$ cat config.mk
export PLATFORM = sky130hd
export DESIGN_NAME = func_alu
export DESIGN_NICKNAME = d
export VERILOG_FILES = /design/src/rtl/alu_pkg.sv /design/src/rtl/alu_operand_prep.sv /design/src/rtl/alu_adder.sv /design/src/rtl/alu_out_mux.sv /design/src/rtl/func_alu.sv
export SDC_FILE = /design/constraint.sdc
export NUM_CORES = 1
export LEC_CHECK = 0
export ABC_AREA = 1
export CORE_UTILIZATION = 60
export DETAILED_ROUTE_END_ITERATION = 10
export DONT_BUFFER_PORTS = 1
export MAX_ROUTING_LAYER = met4
export PLACE_DENSITY = 0.84
export SLEW_MARGIN = 20
export SYNTH_ARGS = -nofsm -noshare
export SYNTH_HDL_FRONTEND = slang
export SYNTH_SLANG_ARGS = --single-unit
$ cat constraint.sdc
create_clock -name vclk -period 4.6
set_input_delay 0.92 -clock vclk [all_inputs]
set_output_delay 0.92 -clock vclk [all_outputs]
set_load 0.01 [all_outputs]
$ cat src/rtl/alu_pkg.sv
package alu_pkg;

    // Operation codes; bit 2 is the invert/carry-in control, bits 1:0 pick the source.
    typedef enum logic [2:0] {
        OP_AND  = 3'b000,
        OP_OR   = 3'b001,
        OP_ADD  = 3'b010,
        OP_RSV  = 3'b011,
        OP_ANDN = 3'b100,
        OP_ORN  = 3'b101,
        OP_SUB  = 3'b110,
        OP_SLT  = 3'b111
    } alu_op_e;

    // Result source selected by the two low code bits.
    typedef enum logic [1:0] {
        SRC_AND  = 2'b00,
        SRC_OR   = 2'b01,
        SRC_SUM  = 2'b10,
        SRC_SIGN = 2'b11
    } res_src_e;

endpackage

$ cat src/rtl/alu_operand_prep.sv
module alu_operand_prep #(
    parameter int W = 32
) (
    input  logic [W-1:0] opb_i,
    input  logic         inv_i,
    output logic [W-1:0] opb_o
);
    // Per-bit conditional inversion, shared by logic and arithmetic paths.
    for (genvar i = 0; i < W; i++) begin : g_bit
        assign opb_o[i] = opb_i[i] ^ inv_i;
    end
endmodule

$ cat src/rtl/alu_adder.sv
module alu_adder #(
    parameter int W      = 32,
    parameter bit RIPPLE = 1'b0
) (
    input  logic [W-1:0] a_i,
    input  logic [W-1:0] b_i,
    input  logic         cin_i,
    output logic [W-1:0] sum_o
);
    if (RIPPLE) begin : g_ripple
        // Explicit chain of full adders.
        logic [W:0] carry;
        assign carry[0] = cin_i;
        for (genvar i = 0; i < W; i++) begin : g_fa
            assign sum_o[i]   = a_i[i] ^ b_i[i] ^ carry[i];
            assign carry[i+1] = (a_i[i] & b_i[i]) | (carry[i] & (a_i[i] | b_i[i]));
        end
    end else begin : g_infer
        // Leave the carry structure to the implementation tools.
        logic [W:0] wide;
        assign wide  = {1'b0, a_i} + {1'b0, b_i} + {{W{1'b0}}, cin_i};
        assign sum_o = wide[W-1:0];
    end
endmodule

$ cat src/rtl/alu_out_mux.sv
module alu_out_mux
    import alu_pkg::*;
#(
    parameter int W = 32
) (
    input  logic [W-1:0] and_i,
    input  logic [W-1:0] or_i,
    input  logic [W-1:0] sum_i,
    input  res_src_e     src_i,
    output logic [W-1:0] res_o
);
    always_comb begin
        unique case (src_i)
            SRC_AND:  res_o = and_i;
            SRC_OR:   res_o = or_i;
            SRC_SUM:  res_o = sum_i;
            SRC_SIGN: res_o = {{(W-1){1'b0}}, sum_i[W-1]};
            default:  res_o = '0;
        endcase
    end
endmodule

$ cat src/rtl/func_alu.sv
module func_alu
    import alu_pkg::*;
#(
    parameter int W        = 32,
    parameter bit RIPPLE   = 1'b0,
    parameter bit HAS_ZERO = 1'b1
) (
    input  logic [W-1:0] opa_i,
    input  logic [W-1:0] opb_i,
    input  logic [2:0]   func_i,
    output logic [W-1:0] res_o,
    output logic         zero_o
);
    logic         inv;
    res_src_e     src;
    logic [W-1:0] opb_eff;
    logic [W-1:0] sum;
    logic [W-1:0] and_w;
    logic [W-1:0] or_w;

    assign inv = func_i[2];
    assign src = res_src_e'(func_i[1:0]);

    alu_operand_prep #(.W(W)) prep_i (
        .opb_i (opb_i),
        .inv_i (inv),
        .opb_o (opb_eff)
    );

    assign and_w = opa_i & opb_eff;
    assign or_w  = opa_i | opb_eff;

    alu_adder #(.W(W), .RIPPLE(RIPPLE)) add_i (
        .a_i   (opa_i),
        .b_i   (opb_eff),
        .cin_i (inv),
        .sum_o (sum)
    );

    alu_out_mux #(.W(W)) mux_i (
        .and_i (and_w),
        .or_i  (or_w),
        .sum_i (sum),
        .src_i (src),
        .res_o (res_o)
    );

    if (HAS_ZERO) begin : g_zero
        assign zero_o = ~|res_o;
    end else begin : g_nozero
        assign zero_o = 1'b0;
    end
endmodule

; After elaboration in Yosys (flattened, before gate mapping)
; Index checks and enable logic that the tools add are counted.
[classes]
addsub = 2
eq_ne = 3
mux = 1
n_bitwise = 34
reduce_logical = 3
[ops]
columns = op, count
row1 = $pmux W32 S4, 1
row2 = $add A32 B1 Y32, 1
row3 = $add A32 B32 Y32, 1
row4 = $and A32 B32 Y32, 1
row5 = $or A32 B32 Y32, 1
row6 = $reduce_or A32 Y1, 1
row7 = $xor A1 B1 Y1, 32
row8 = $eq A2 B2 Y1 const B, 2
row9 = $eq A2 B1 Y1 const B, 1
row10 = $logic_not A2 Y1, 1
row11 = $logic_not A1 Y1, 1
[totals]
reg_bits = 0
inputBits = 67
out_inout_bits = 33
word_cells = 43

; Longest topological paths before layout
[logic_depth]
word_depth = 6
depth_mapped = 23
mapped_depth_nobuf = 21

; Hierarchy
; Synthesis repeated with hierarchy kept, for this count alone.
[hier_totals]
hier_cells = 906
hier_area_um2 = 4180.3
[modules_own_cells]
columns = mod, instances, cells_each, area_per_inst_um2, seq_area_each_um2
row1 = alu_adder, 1, 494, 2411.1, 0.0
row2 = alu_out_mux, 1, 149, 615.6, 0.0
row3 = alu_operand_prep, 1, 136, 596.8, 0.0
row4 = func_alu, 1, 127, 556.8, 0.0

; Worst setup path after synthesis
; Ideal clock, no wire load.
[synth_timing]
path_type = input -> output
startpoint = input func_i[2]
endpoint = output zero_o
t_arrival_ns = 3.197
required_time_ns = 3.680
setup_slack_ns = 0.483
cell_stages = 20
path_buffers = 2
path_cell_list = buf_4 buf_2 xnor2_1 inv_1 fa_1 nand2_1 nand3_1 nand3_1 nand2_2 nand2_1 nand2_2 nor2_1 nor2_1 nand2_1 nand3_1 nor2_1 nand2_1 nor2_1 nand3_1 nor2_2
[synth_via]
elab_chain_cells = 6
word_cells_on_any_way = 39
cone_classes = 2 x add/sub / 1 x mux / 34 x bitwise / 2 x reduce/logical
[synth_rtl]
columns = item, line
row1 = start: declaration, func_alu.sv:10  ; input logic [2:0] func_i,
row2 = $xor A1 B1 Y1, alu_operand_prep.sv:10  ; assign opb_o[i] = opb_i[i] ^ inv_i;
row3 = $add A32 B32 Y32, alu_adder.sv:21  ; assign wide = {1'b0, a_i} + {1'b0, b_i} + {{W{1'b0}}, cin_i};
row4 = $add A32 B1 Y32, alu_adder.sv:21
row5 = $pmux W32 S4 *, alu_out_mux.sv:13  ; unique case (src_i)
row6 = named net res_o[12], func_alu.sv:11  ; output logic [W-1:0] res_o,
row7 = $reduce_or A32 Y1 *, func_alu.sv:49  ; assign zero_o = ~|res_o;
row8 = $logic_not A1 Y1 *, func_alu.sv:49
row9 = end: declaration, func_alu.sv:12  ; output logic zero_o
; The timed path passes the listed nets; every way through them passes the cells marked *.

; Worst setup path in the final report
; Same ends and word-level chain as after synthesis.

==> metrics.txt <==
clock buffers 0; ant diodes 0; Fmax 0.236 GHz; synth warn 0; Post-DRT Antenna Nets 0; crit path from func_i[2]; run status finished, violations left; Critical Path Start Type input pin; failing checks DRC; Seq cells 0; Buffers on Ports 0; RSZ-0062 raised after global routing false; biggest area consumer among synthesized cells nand2_1; Avg Inst Size Synth 5.29 µm²; max-cap check violation count 0; Leak roughly 2.5 nW; Register Area 0 µm²; Min Clock Period, post-route 4.23 ns; setup TNS 0 ns; Post-CTS Setup Bufs 0; Post-route DRC 18; Synth Area in Simple Gates 0.419; Hold-fix buffers, CTS 0; combinational family with the most area after synthesis simple AND/OR/NAND/NOR gates; pin count of the biggest net entering global routing 36; Multi-input gate area approximately 0.0033 mm²; Post-DP HPWL 10.4 mm; commonest cells in the netlist nand2_1, inv_1, ha_1, nor2_1, nand3_1; vias in the first global route 4,396; die height 83.9 µm; register area share after synthesis 0; WL final roughly 12 mm; hold_sp func_i[1]; Synth Instances 762; PD cells roughly 160 mW/mm²; worst-margin pin slew between 0.6 and 0.7 ns; critical path arrival between 3 and 4 ns; # fillers 634; Initial DRC Count roughly 280; top-count cell post-synth nand2_1; Tcrit/Tclk final 0.920; Initial Utilization 0.627; Post-Syn Area 0.00403 mm²; layout cells sized above 1 0.0623; VDD IR max 105 µV; Total GRT Usage 0.351; final instance area 0.00410 mm²; antenna violations before repair 0; DR vias/cell 5.53; wire length per cell 14.5 µm; adder-cell area share of the yosys netlist 0.204; library cells used by synthesis 36; first-pass GRT wire length 19.9 mm; Compound-Gate Fraction of Synth Area 0.116; grt ovf 0; Slew HR 0.567; Placement Cell Area 0.00410 mm²; final hold viol count 0; DRT Pass-1 Iters 8; critical path class in2out; final number of setup-violating endpoints 0; syn nets 894; Die X 83.9 µm; Placement Rows 29; crit-path max FO 35; CP required 3.68 ns; Nets a little under 900; mux cell area share after synthesis 0; Synth Area in XOR/XNOR 0.0761; nature of the critical path endpoint output port; share of the synthesized area in the top cell type 0.207; Final Wtd Congestion 0.997; die area 0.00705 mm²; Hold Crit Class in2out; top-level port count 100; top post-synthesis cells by area nand2_1, ha_1, inv_1, xnor2_1, nand3_1; synth-to-layout area growth 1.77%; Slew Viols, Final 0; core area 0.00642 mm²; Resize count post-CTS 0; via count about 4,600
-- worst max-delay path, cell delays in order --
cell     delay, ns
xnor2_1       0.18
inv_1         0.12
fa_1          0.43
nand2_1       0.08
nand3_1       0.12
nand3_1       0.13
nand2_2       0.10
nand2_1       0.09
nand2_1       0.07
o21ai_0       0.21
nand2_1       0.16
nor2_1        0.15
nand3_1       0.12
nor2_1        0.16
nand2_1       0.10
nor2_2        0.16
-- where the power goes --
part           total (mW)  internal, mW  switching (mW)  leakage, nW
Combinational       0.649         0.216           0.432         2.53
Sequential              0             0               0            0
Clock                   0             0               0            0
-- area by class of cell --
type                       instances  area share
tap                               77      0.0235
timing repair buffer               4     0.00732
multi-input combinational        567       0.801
inverter                         184       0.168
-- metrics by stage --
stage	worst slack [ns]	hold slack, ns	util	cells	power [mW]
floorplan	0.483	1.93	-	762	0.508
global placement	0.410	1.96	0.638	832	0.617
detailed placement	0.379	1.96	0.638	832	0.635
CTS	0.382	1.96	0.638	832	0.638
global route	0.0824	1.97	0.638	832	0.731
finish	0.370	1.97	0.638	832	0.649
-- kinds of logic (layout without fill, tap and decap cells) --
family,after synthesis,count (layout)
adders and majority gates,65,65
xor gates and xnor gates,35,35
AOI/OAI and AO/OA,80,80
buffers and inverters,195,188
and+or+nand+nor,387,387
-- layout by cell type (no fill, tap or decap) --
master	synthesis	layout
a21oi_2	2	2
nand2_2	15	15
nand3b_1	4	4
nor2_2	5	5
nand4_1	6	6
nor3_2	3	3
o221ai_1	6	6
o21ai_0	20	20
and2_1	1	1
nor2_4	1	1
a21oi_1	32	32
and2_4	1	1
buf_4	1	4
fa_1	1	1
xor2_1	1	1
or2_1	2	2
xnor2_1	34	34
a211oi_1	1	1
nor3_1	2	2
nor4_1	1	1
inv_1	181	181
o211ai_1	1	1
o211ai_2	1	1
o22ai_1	11	11
nand2_1	222	222
nand3_2	3	3
nor2_1	61	61
o21ai_1	1	1
o21bai_1	5	5
nand2_4	1	1
or2_2	8	8
inv_2	3	3
nand3_1	51	51
ha_1	64	64
-- routing by layer --
metal  share of wire  GRT usage  up-vias
met4           0.018     0.0643        0
met2            0.46      0.608      204
li1                -          -     2319
met5               0          -        -
met1            0.44      0.444     2050
met3           0.079     0.0346       26
-- path summary, 6_finish.rpt --
path / to / depth (start not counted)
worst max-delay path: zero_o / 16
worst min-delay path: res_o[10] / 1
(Power assumes the default switching activity.)
